<file path="config.mk">
export PLATFORM = sky130hd
export DESIGN_NAME = psa_pkg_arbiter
export DESIGN_NICKNAME = d
export VERILOG_FILES = /design/src/rtl/psa_types_pkg.sv /design/src/rtl/psa_core_merge.sv /design/src/rtl/psa_sg_timer.sv /design/src/rtl/psa_state_ctl.sv /design/src/rtl/psa_pkg_arbiter.sv
export SDC_FILE = /design/constraint.sdc
export NUM_CORES = 1
export LEC_CHECK = 0
export BUFFER_PORTS_ARGS = -buffer_cell sky130_fd_sc_hd__buf_2
export CAP_MARGIN = 20
export CORE_MARGIN = 2
export CORE_UTILIZATION = 43
export CTS_CLUSTER_DIAMETER = 200
export CTS_CLUSTER_SIZE = 40
export DETAILED_ROUTE_END_ITERATION = 10
export PLACE_DENSITY = 0.81
export SLEW_MARGIN = 20
export SYNTH_ARGS = -nofsm -noshare
export SYNTH_HDL_FRONTEND = slang
export SYNTH_SLANG_ARGS = --single-unit
</file>
<file path="constraint.sdc">
create_clock -name clk -period 1.37 [get_ports clk]
set_clock_uncertainty 0.05 [all_clocks]
set_input_delay 0.274 -clock clk [delete_from_list [all_inputs] [get_ports clk]]
set_output_delay 0.274 -clock clk [all_outputs]
set_load 0.02 [all_outputs]
</file>
<file path="src/rtl/psa_types_pkg.sv">
// Shared encodings for the package power-state arbiter.
// Assumes three-bit core codes and a two-bit package state.
package psa_types_pkg;

    localparam int CS_W = 3;

    typedef enum logic [CS_W-1:0] {
        CS_RUN   = 3'd0,
        CS_HALT  = 3'd1,
        CS_WAIT  = 3'd2,
        CS_C2    = 3'd3,
        CS_C3    = 3'd4,
        CS_C4    = 3'd5,
        CS_RSV6  = 3'd6,
        CS_RSV7  = 3'd7
    } core_state_e;

    typedef enum logic [1:0] {
        PK_NORMAL = 2'd0,
        PK_STOPG  = 2'd1,
        PK_DEEP   = 2'd2,
        PK_LIGHT  = 2'd3
    } pkg_state_e;

endpackage

</file>
<file path="src/rtl/psa_core_merge.sv">
// Combines the per-core power codes into one base package state.
// Assumes: codes are stable around the clock edge; codes 6 and 7 are
// treated as a sleeping core that is not in C4.
module psa_core_merge
    import psa_types_pkg::*;
#(
    parameter int NUM_CORES = 2
) (
    input  logic [NUM_CORES*CS_W-1:0] core_states,
    output pkg_state_e                base_state,
    output logic                      all_c4
);

    logic [NUM_CORES-1:0] awake;
    logic [NUM_CORES-1:0] in_c4;

    // Classify each core on its own slice of the input vector.
    for (genvar i = 0; i < NUM_CORES; i++) begin : g_core
        core_state_e cs;
        always_comb begin
            cs       = core_state_e'(core_states[i*CS_W +: CS_W]);
            awake[i] = (cs == CS_RUN) || (cs == CS_HALT) || (cs == CS_WAIT);
            in_c4[i] = (cs == CS_C4);
        end
    end

    // Pick the package state: any awake core wins, then all-C4, else light.
    always_comb begin
        all_c4 = &in_c4;
        if (|awake)
            base_state = PK_NORMAL;
        else if (all_c4)
            base_state = PK_DEEP;
        else
            base_state = PK_LIGHT;
    end

endmodule

</file>
<file path="src/rtl/psa_sg_timer.sv">
// Bus-clock timer for stop-grant entry. It is armed by the acknowledge
// response strobe while stop-clock is high, and it fires when the count
// reaches the delay setting or the hard window limit.
// Assumes the strobe is a single-cycle pulse.
module psa_sg_timer #(
    parameter int MAX_WIN = 20,
    parameter int CNT_W   = $clog2(MAX_WIN + 1)
) (
    input  logic             clk,
    input  logic             rst_n,
    input  logic             stop_clk,
    input  logic             ack_resp,
    input  logic             in_stopg,
    input  logic [CNT_W-1:0] delay_cfg,
    output logic             fire,
    output logic             overrun
);

    localparam logic [CNT_W-1:0] LIMIT = CNT_W'(MAX_WIN);
    localparam logic [CNT_W-1:0] ONE   = CNT_W'(1);

    logic             running_q;
    logic [CNT_W-1:0] cnt_q;

    // Fire decision from the present count.
    always_comb begin
        fire    = running_q && ((cnt_q == delay_cfg) || (cnt_q == LIMIT));
        overrun = running_q && (cnt_q == LIMIT) && (delay_cfg != LIMIT);
    end

    // Arm, advance or clear the entry counter.
    always_ff @(posedge clk) begin
        if (!rst_n) begin
            running_q <= 1'b0;
            cnt_q     <= '0;
        end else if (!stop_clk || fire) begin
            running_q <= 1'b0;
            cnt_q     <= '0;
        end else if (!running_q && ack_resp && !in_stopg) begin
            running_q <= 1'b1;
            cnt_q     <= ONE;
        end else if (running_q) begin
            cnt_q     <= cnt_q + ONE;
        end
    end

    AST_WINDOW_BOUND: assert property (@(posedge clk) disable iff (!rst_n)
        cnt_q <= LIMIT);

    AST_IDLE_WITHOUT_STOP: assert property (@(posedge clk) disable iff (!rst_n)
        !stop_clk |=> !running_q);

    AST_NO_ARM_WHEN_LOW: assert property (@(posedge clk) disable iff (!rst_n)
        (!stop_clk && !running_q) |=> !fire);

endmodule

</file>
<file path="src/rtl/psa_state_ctl.sv">
// Holds the package state, the state saved at stop-grant entry, the
// entry strobe and the sticky timer error. It also forms the
// deeper-sleep request.
// Assumes base_state and all_c4 come from the live core codes.
module psa_state_ctl
    import psa_types_pkg::*;
(
    input  logic       clk,
    input  logic       rst_n,
    input  pkg_state_e base_state,
    input  logic       all_c4,
    input  logic       stop_clk,
    input  logic       fire,
    input  logic       overrun,
    output pkg_state_e state_q,
    output logic       sg_strobe_q,
    output logic       err_q,
    output logic       sleep_req
);

    pkg_state_e saved_q;
    pkg_state_e state_d;

    // Next package state: timer entry, hold or restore, else follow cores.
    always_comb begin
        if (fire)
            state_d = PK_STOPG;
        else if (state_q == PK_STOPG)
            state_d = stop_clk ? PK_STOPG : saved_q;
        else if (stop_clk && (base_state == PK_DEEP))
            state_d = PK_LIGHT;
        else
            state_d = base_state;
    end

    // Register the state, the saved state, the strobe and the error flag.
    always_ff @(posedge clk) begin
        if (!rst_n) begin
            state_q     <= PK_NORMAL;
            saved_q     <= PK_NORMAL;
            sg_strobe_q <= 1'b0;
            err_q       <= 1'b0;
        end else begin
            state_q     <= state_d;
            sg_strobe_q <= fire;
            if (fire)
                saved_q <= state_q;
            if (overrun)
                err_q   <= 1'b1;
        end
    end

    // Deeper-sleep request drops at once when a core leaves C4 or stop-clock rises.
    always_comb begin
        sleep_req = (state_q == PK_DEEP) && all_c4 && !stop_clk;
    end

    AST_STROBE_SINGLE: assert property (@(posedge clk) disable iff (!rst_n)
        sg_strobe_q |=> !sg_strobe_q);

    AST_STROBE_IN_SG: assert property (@(posedge clk) disable iff (!rst_n)
        sg_strobe_q |-> (state_q == PK_STOPG));

    AST_STOP_BEATS_DEEP: assert property (@(posedge clk) disable iff (!rst_n)
        stop_clk |-> !sleep_req);

    AST_ERR_STICKY: assert property (@(posedge clk) disable iff (!rst_n)
        err_q |=> err_q);

    AST_RESET_STATE: assert property (@(posedge clk)
        !rst_n |=> (state_q == PK_NORMAL) && !err_q && !sg_strobe_q);

endmodule

</file>
<file path="src/rtl/psa_pkg_arbiter.sv">
// Top of the package power-state arbiter. It links the core merge, the
// stop-grant timer and the state controller.
// Assumes a single bus clock and a synchronous active-low reset.
module psa_pkg_arbiter
    import psa_types_pkg::*;
#(
    parameter int NUM_CORES = 2,
    parameter int MAX_WIN   = 20,
    localparam int CNT_W    = $clog2(MAX_WIN + 1)
) (
    input  logic                      clk,
    input  logic                      rst_n,
    input  logic [NUM_CORES*CS_W-1:0] core_states,
    input  logic                      stop_clk,
    input  logic                      ack_resp,
    input  logic [CNT_W-1:0]          delay_cfg,
    output logic [1:0]                pkg_state,
    output logic                      sg_enter,
    output logic                      sleep_req,
    output logic                      timer_err
);

    pkg_state_e base_state;
    pkg_state_e state_q;
    logic       all_c4;
    logic       fire;
    logic       overrun;

    psa_core_merge #(.NUM_CORES(NUM_CORES)) u_merge (
        .core_states (core_states),
        .base_state  (base_state),
        .all_c4      (all_c4)
    );

    psa_sg_timer #(.MAX_WIN(MAX_WIN), .CNT_W(CNT_W)) u_timer (
        .clk       (clk),
        .rst_n     (rst_n),
        .stop_clk  (stop_clk),
        .ack_resp  (ack_resp),
        .in_stopg  (state_q == PK_STOPG),
        .delay_cfg (delay_cfg),
        .fire      (fire),
        .overrun   (overrun)
    );

    psa_state_ctl u_ctl (
        .clk         (clk),
        .rst_n       (rst_n),
        .base_state  (base_state),
        .all_c4      (all_c4),
        .stop_clk    (stop_clk),
        .fire        (fire),
        .overrun     (overrun),
        .state_q     (state_q),
        .sg_strobe_q (sg_enter),
        .err_q       (timer_err),
        .sleep_req   (sleep_req)
    );

    // Drive the plain-typed state port.
    always_comb begin
        pkg_state = state_q;
    end

    AST_AWAKE_NORMAL: assert property (@(posedge clk) disable iff (!rst_n)
        ($past(!stop_clk) && ($past(base_state) == PK_NORMAL) && ($past(state_q) != PK_STOPG))
        |-> (pkg_state == 2'd0));

    AST_SLEEP_NEEDS_C4: assert property (@(posedge clk) disable iff (!rst_n)
        sleep_req |-> $past(all_c4));

endmodule

</file>
Word-level counts from Yosys, hierarchy flattened
Cells that the tools add are included.
Cells by class
  $add $sub $neg: 1
  eq/ne operators: 12
  mux-type cells: 8
  bitwise gates (word level): 1
  reduce and logical (&&, ||, !) cells: 25
Operator list (number)
  $logic_and A1 B1 Y1: 8
  $mux W2: 4
  $eq A3 B1 Y1 const B: 2
  $eq A3 B2 Y1 const B: 2
  $eq A3 B3 Y1 const B: 2
  $logic_not A3 Y1: 2
  $logic_or A1 B1 Y1: 6
  $reduce_or A2 Y1: 3
  $add A5 B1 Y5 const B: 1
  $eq A5 B5 Y1: 1
  $eq A5 B5 Y1 const B: 1
  $ne A5 B5 Y1 const B: 1
  $eq A2 B2 Y1 const B: 2
  $mux W1: 4
  $logic_not A1 Y1: 3
  $reduce_or A3 Y1: 1
  $eq A2 B1 Y1 const B: 1
  $reduce_and A2 Y1: 1
  $reduce_bool A2 Y1: 1
  $not A1 Y1: 1
Storage, ports and cells
  register bits after elaboration: 12
  bits of input ports: 15
  output and inout bits: 5

Depth between registers and ports, before layout
Gate-level depths: netlist of the first run.
  depth after elaboration: 10
  gate-level depth with buffers: 6
  depth with buffers taken out: 6

Hierarchy
Synthesis of the first run repeated with hierarchy kept, for this count alone.
Unflattened totals
  cells, all modules: 81
  area, all modules: 719.4 um^2
By module, submodules not included
  psa_sg_timer: times used 1, cells an instance 52, area each 409.1 um^2, sequential area each 120.1 um^2
  psa_state_ctl: times used 1, cells an instance 21, area each 244.0 um^2, sequential area each 120.1 um^2
  psa_core_merge: times used 1, cells an instance 7, area each 52.6 um^2, sequential area each 0.0 um^2
  psa_pkg_arbiter: times used 1, cells an instance 1, area each 13.8 um^2, sequential area each 0.0 um^2

Worst setup path after synthesis of the first run
OpenSTA, ideal clock, no wires.
  path type: input to output
  from: input port core_states[4]
  to: output port sleep_req
  arrival: 1.259 ns
  data required time: 1.046 ns
  path slack: -0.213 ns
  stages on the path: 3
  path buffers: 0
  cells stage by stage: nand4b_1 > or4b_1 > nor3b_2
On the way
  word-level cells in the longest chain between the ends: 4
RTL lines
  from (decl): line psa_pkg_arbiter.sv:13  | input logic [NUM_CORES*CS_W-1:0] core_states,
  $eq A3 B3 Y1: line psa_core_merge.sv:23  | in_c4[i] = (cs == CS_C4);
  $reduce_and A2 Y1: line psa_core_merge.sv:29  | all_c4 = &in_c4;
  $logic_and A1 B1 Y1 (2 in series): line psa_state_ctl.sv:55  | sleep_req = (state_q == PK_DEEP) && all_c4 && !stop_clk;
  to (decl): line psa_pkg_arbiter.sv:19  | output logic sleep_req,
No other way between the ends.

Worst setup path after layout of the first run
Same ends and word-level chain as after synthesis.

==> flow_metrics.tcl, run 1 <==
set metrics [dict create \
    num-nets-final 127 \
    syn_area_per_cell_um2 8.76 \
    cp_top_family "simple AND/OR/NAND/NOR gates" \
    crit_top_cell "buf_6" \
    worstMarginPinSlew_ps 401 \
    internal-power_uw 592 \
    num_rows 13 \
    seq_area_um2 243 \
    min_period_over_period_pct 123 \
    hold_buffers 0 \
    hold_start "rst_n" \
    ctsRootBufferMaster "clkbuf_4" \
    p_total_uw 786 \
    cellPowerDensity_nw_per_um2 791 \
    start_util_pct 47.3 \
    hold_path_class "in2reg" \
    setup_viol 1 \
    coreArea_um2 1330 \
    io_buffer_count 19 \
    die_area_um2 1790 \
    pwr-share-comb_pct 17.9 \
    clk_latency_ps 270 \
    vias 649 \
    ys_seq_area_share_pct 38.1 \
    first_iter_violations 6 \
    drive_gt1_share_pct 51.4 \
    path_max_fanout 2 \
    numCtsBuffers 3 \
    critPathLaunch "core_states[4]" \
    ctsHtreeMaxLevel 1 \
    rsz0062_at_grt "true" \
    ys_ff_latch 12 \
    area_growth_pct 57.5 \
    cp-end-kind "output pin" \
    final_core_util_pct 74.5 \
    yosysUniqueCellTypes 24 \
    r2r_start "u_timer.cnt_q[1]" \
    top_layer_used "met4" \
    grt_remaining_overflow 0 \
    n_fill_cell 102 \
    max_freq_ghz 0.594 \
    hold_viol 0 \
    place.gp.congestion 0.857 \
    clk_path_buf_depth 2 \
    post-dp-hpwl_mm 1.14 \
    status "finished with violations" \
    met2_length_um 892 \
    drt-met1-wl_um 595 \
    worstPathCellList "buf_6, nand4b_1, or4b_4, nor3b_4, buf_6" \
    critPathRequiredTime_ps 1050 \
    crit_arrival_ps 1360 \
    route.met3.wl_um 65 \
    diodes 0 \
    multiInputGateArea_um2 449 \
    synth_common_cells "12 x dfxtp_1, 8 x nand2_1, 6 x nor2_1, 5 x inv_1, 5 x xnor2_1" \
    p_seq_share_pct 46.8 \
    cap_viol_max_count 0 \
    cts.sinks 12 \
    p_clk_share_pct 35.3 \
    die_y_um 42.3 \
    setup_slack_ps -313 \
    drtPass1Iterations 2 \
    netlist_instances 72 \
    place_ws_ps -373 \
    peakVddDrop_v 0.000605 \
    cts_tree "built" \
    synth_top_cells_by_area "dfxtp_1 38%, xnor2_1 6.9%, mux2i_1 4.8%" \
    num_io_pins 20 \
    synth_area_um2 631 \
    max_stage_delay_ps 510 \
    yosysWarnings 0 \
    synth_flop_cell "dfxtp_1" \
    synth_edf_count 0 \
    postRouteAntennaNets 0 \
    via_per_inst 5.23 \
    clk_pin_slew_ps 70 \
    yosys.area.top_type_share_pct 38.1 \
    slew_violations 0 \
    critical_path_class "in2out" \
    synthArstFlopShare_pct 0 \
    leakage_uw 0.000427 \
    drc 0 \
    crit_buf_inv 2 \
    slew_headroom_pct 72.9 \
    yosysMostFrequentCell "dfxtp_1" \
    violations "setup timing" \
    switching_share_pct 24.7 \
    grt_pass1_wl_mm 2.56 \
    slowest_stage "or4b_4" \
    yosysTopAreaCell "dfxtp_1" \
    wl_per_cell_um 12.7 \
    grt_usage_pct 19.2 \
    grt_start_max_net_pins 8 \
    die_w_um 42.3 \
    p_sw_uw 194 \
    antenna_found_initial 0 \
    first_global_vias 621 \
    routed_wl_mm 1.58 \
    fin_crit_ps 1680 \
    cp-start-kind "input port" \
    syn_nets 89 \
]
## sequential cells by signal, indices dropped and copies added (netlist names)
signal	flops
u_ctl.state_q	2
u_timer.running_q	1
u_ctl.sg_strobe_q	1
u_ctl.saved_q	2
u_ctl.err_q	1
u_timer.cnt_q	5
## placed cells by master, fill, tap and decap left out, types with 2 or more instances in the layout
master and instances:
buf_2 17, buf_4 13, dfxtp_1 10, nand2_1 8, nand4_1 4, buf_6 4
xnor2_1 3, a21oi_1 3, inv_1 3, a31oi_1 3, xor2_1 3, nor2_2 3
mux2i_1 3, nor2_1 3, clkbuf_4 3, inv_2 2, xnor2_2 2, nor3_1 2
dfxtp_2 2
## stage by stage
stage | hold WS (ps) | cell area [µm²] | setup TNS [ps] | std cells
4_1_cts | 227 | 935 | -319 | 123
2_1_floorplan | 342 | 642 | -181 | 72
6_report | 233 | 993 | -313 | 124
3_3_place_gp | 392 | 833 | -412 | 116
5_1_grt | 232 | 993 | -712 | 124
3_5_place_dp | 399 | 833 | -563 | 116
## worst register-to-register path, cell delays in order, from the launching register on
cell and delay (ps):
dfxtp_2 330, buf_6 120, xnor2_2 120, nand4_1 160, o211ai_1 250, buf_4 180, nor2_1 40
## logic make-up (layout without fill, tap and decap cells)
| kind of cell | Yosys count | after routing | share of synthesized area [%] |
|---|---|---|---|
| buffers and inverters | 6 | 43 | 3.77 |
| adders and majority gates | 2 | 2 | 3.97 |
| AOI/OAI and AO/OA | 13 | 13 | 14.3 |
| DFF | 12 | 12 | 38.1 |
| and+or+nand+nor | 28 | 28 | 24.0 |
| xor gates and xnor gates | 8 | 8 | 11.1 |
| muxes | 3 | 3 | 4.76 |
## what timing repair did
action                                 CTS  global route
endpoints found under the hold margin    0             0
resized for setup                       12            10
setup buffers                            3             1
pin swaps                                6             9
setup endpoints to repair                7            12
## power by group through the flow
stage | Combinational (µW) | Sequential, µW | Clock (µW)
final | 140 | 368 | 278
after global placement | 105 | 376 | 0
after floorplan | 51.1 | 379 | 0
after CTS | 123 | 368 | 287
after global routing | 153 | 369 | 308
after detailed placement | 110 | 377 | 0
## path summary, 6_finish.rpt
check             slack (ps)  cells past startpoint          endpoint
setup / recovery        -310                      5         sleep_req
hold reg to reg          410                      1       u_ctl.err_q
setup reg to reg          10                      6  u_timer.cnt_q[1]
hold / removal           230                      2       u_ctl.err_q
## layout make-up
| class | instances | share of cell area, % |
|---|---|---|
| timing repair buffer | 34 | 22.9 |
| clock buffer | 4 | 3.65 |
| multi-input combinational | 54 | 45.2 |
| sequential | 12 | 24.4 |
| tap | 15 | 1.89 |
| inverter | 5 | 1.89 |
## per-layer routing
layer / GRT usage (%) / up-vias
li1: - / 327
met1: 19.4 / 301
met2: 35.7 / 17
met3: 6.47 / 4
met4: 7.50 / 0
met5: 0 / -
(Power assumes the default switching activity.)
==> inputs of run 2 (changes only) <==
- TNS_END_PERCENT: not set -> 20
- clock period: 1.37 -> 1.5 ns (I/O delays scaled with it)
==> flow_metrics.tcl, run 2 (same netlist as run 1, synthesis figures left out) <==
set metrics [dict create \
    setup_slack_ps -258 \
    die_w_um 42.3 \
    crit_buf_inv 2 \
    ctsHtreeMaxLevel 1 \
    worstRegToRegCells 5 \
    place.gp.congestion 0.795 \
    clk_latency_ps 260 \
    place_inst 109 \
    hold_buffers 0 \
    drc 0 \
    r2r_start "u_timer.cnt_q[0]" \
    min_period_over_period_pct 117 \
    first_global_vias 522 \
    worstMarginPinSlew_ps 374 \
    numCtsBuffers 3 \
    drive_gt1_share_pct 34.7 \
    worstPathCellList "buf_6, nand4b_1, or4b_4, nor3b_4, buf_6" \
    io_buffer_count 19 \
    first_iter_violations 12 \
    n_fill_cell 125 \
    hold_viol 0 \
    peakVddDrop_v 0.000463 \
    instances_no_fill 113 \
    path_depth 5 \
    grt_remaining_overflow 0 \
    final_core_util_pct 62.4 \
    critPathLaunch "core_states[4]" \
    slowest_stage "or4b_4" \
    num_io_pins 20 \
    post-dp-hpwl_mm 1.02 \
    ctsRootBufferMaster "clkbuf_4" \
    slew_violations 0 \
    most-common-layout-cells "17 x buf_2, 11 x dfxtp_1, 8 x nand2_1" \
    status "finished with violations" \
    largest-register "u_timer.cnt_q" \
    area_growth_pct 31.9 \
    coreArea_um2 1330 \
    clk_pin_slew_ps 60 \
    final_common_cell "buf_2" \
    rr_endpoint "u_timer.cnt_q[4]" \
    cts_tree "built" \
    path_max_fanout 2 \
    grt_usage_pct 15.2 \
    antenna_found_initial 0 \
    die_y_um 42.3 \
    cp_top_family "simple AND/OR/NAND/NOR gates" \
    critPathRequiredTime_ps 1150 \
    clk_path_buf_depth 2 \
    violations "setup timing" \
    crit_top_cell "buf_6" \
    max_freq_ghz 0.569 \
    r2r_setup_slack_ps 60 \
    fin_crit_ps 1760 \
    die_area_um2 1790 \
    leakage_uw 0.000354 \
    slew_headroom_pct 74.9 \
    rsz0062_at_grt "true" \
    cellPowerDensity_nw_per_um2 751 \
    via_per_inst 5.32 \
    reg_top3 "u_timer.cnt_q: 5 flops, u_ctl.saved_q: 2 flops, u_ctl.state_q: 2 flops" \
    critical_path_class "in2out" \
    endpoint "sleep_req" \
    num_rows 13 \
    largest_reg_flops 5 \
    num-nets-final 117 \
    cts.sinks 12 \
    hold_path_class "in2reg" \
    diodes 0 \
    place_ws_ps -295 \
    setup_viol 1 \
    routed_wl_mm 1.36 \
    grt_pass1_wl_mm 2.07 \
    drtPass1Iterations 4 \
    start_util_pct 47.3 \
    wl_per_cell_um 12.0 \
    max_stage_delay_ps 510 \
    vias 601 \
    postRouteAntennaNets 0 \
    cp-end-kind "output pin" \
    cap_viol_max_count 0 \
    crit_arrival_ps 1410 \
    grt_start_max_net_pins 9 \
    cp-start-kind "input port" \
]
-- run 2: cell types whose count changed in the layout (fill, tap and decap cells not counted), moves of 2 or more --
cell | before | now
inv_2 | 2 | 0
nor2_2 | 3 | 0
buf_6 | 4 | 2
nor2_1 | 3 | 6
inv_1 | 3 | 5
buf_4 | 13 | 5
-- run 2: where the power goes --
part	internal [µW]	switching, µW	total (µW)
Sequential	326	11.4	337
Clock	92.6	93.9	187
Combinational	51.6	49.5	101
Total	470	155	625
-- run 2: per-stage QoR --
stage | setup TNS [ps] | instance area (µm²) | power, µW | hold slack, ps
after detailed placement | -295 | 779 | 437 | 403
after floorplan | -103 | 641 | 392 | 368
final | -258 | 832 | 625 | 277
after CTS | -276 | 816 | 624 | 274
after global routing | -371 | 832 | 654 | 279
after global placement | -266 | 779 | 435 | 391
-- run 2: what timing repair did --
| action | 4_1_cts | 5_1_grt |
|---|---|---|
| setup endpoints to repair | 3 | 8 |
| resized for setup | 4 | 2 |
| buffers inserted | 0 | 1 |
| pin swaps | 3 | 7 |
-- run 2: metal layers --
metal,share of wire (%),vias up,track usage [%]
li1,-,307,-
met2,55,13,29.5
met3,4.2,0,5.17
met1,41,281,15.1
met4,0,0,3.75
met5,0,-,0
-- run 2: how the worst min path moves through the flow --
stage	slack, ps	endpoint	startpoint	cells past startpoint
after floorplan	370	u_ctl.err_q	rst_n	1
after global placement	390	u_ctl.err_q	u_ctl.err_q	1
after detailed placement	400	u_ctl.err_q	u_ctl.err_q	1
after CTS	270	u_ctl.err_q	rst_n	2
after global routing	280	u_ctl.err_q	rst_n	2
final	280	u_ctl.err_q	rst_n	2
-- run 2: worst register-to-register path, delay by kind of cell (launching register included) --
kind                   cells  cell delay [ps]
AO/OA/AOI/OAI              1              390
buffers and inverters      1              150
AND/OR/NAND/NOR            2              290
XOR/XNOR                   1              140
flip-flops                 1              310
-- run 2: layout make-up --
type | count | area, µm² | share of cell area (%)
inverter | 5 | 18.8 | 2.26
clock buffer | 3 | 22.5 | 2.71
multi-input combinational | 54 | 385 | 46.3
timing repair buffer | 24 | 145 | 17.4
sequential | 12 | 241 | 29.0
tap | 15 | 18.8 | 2.26
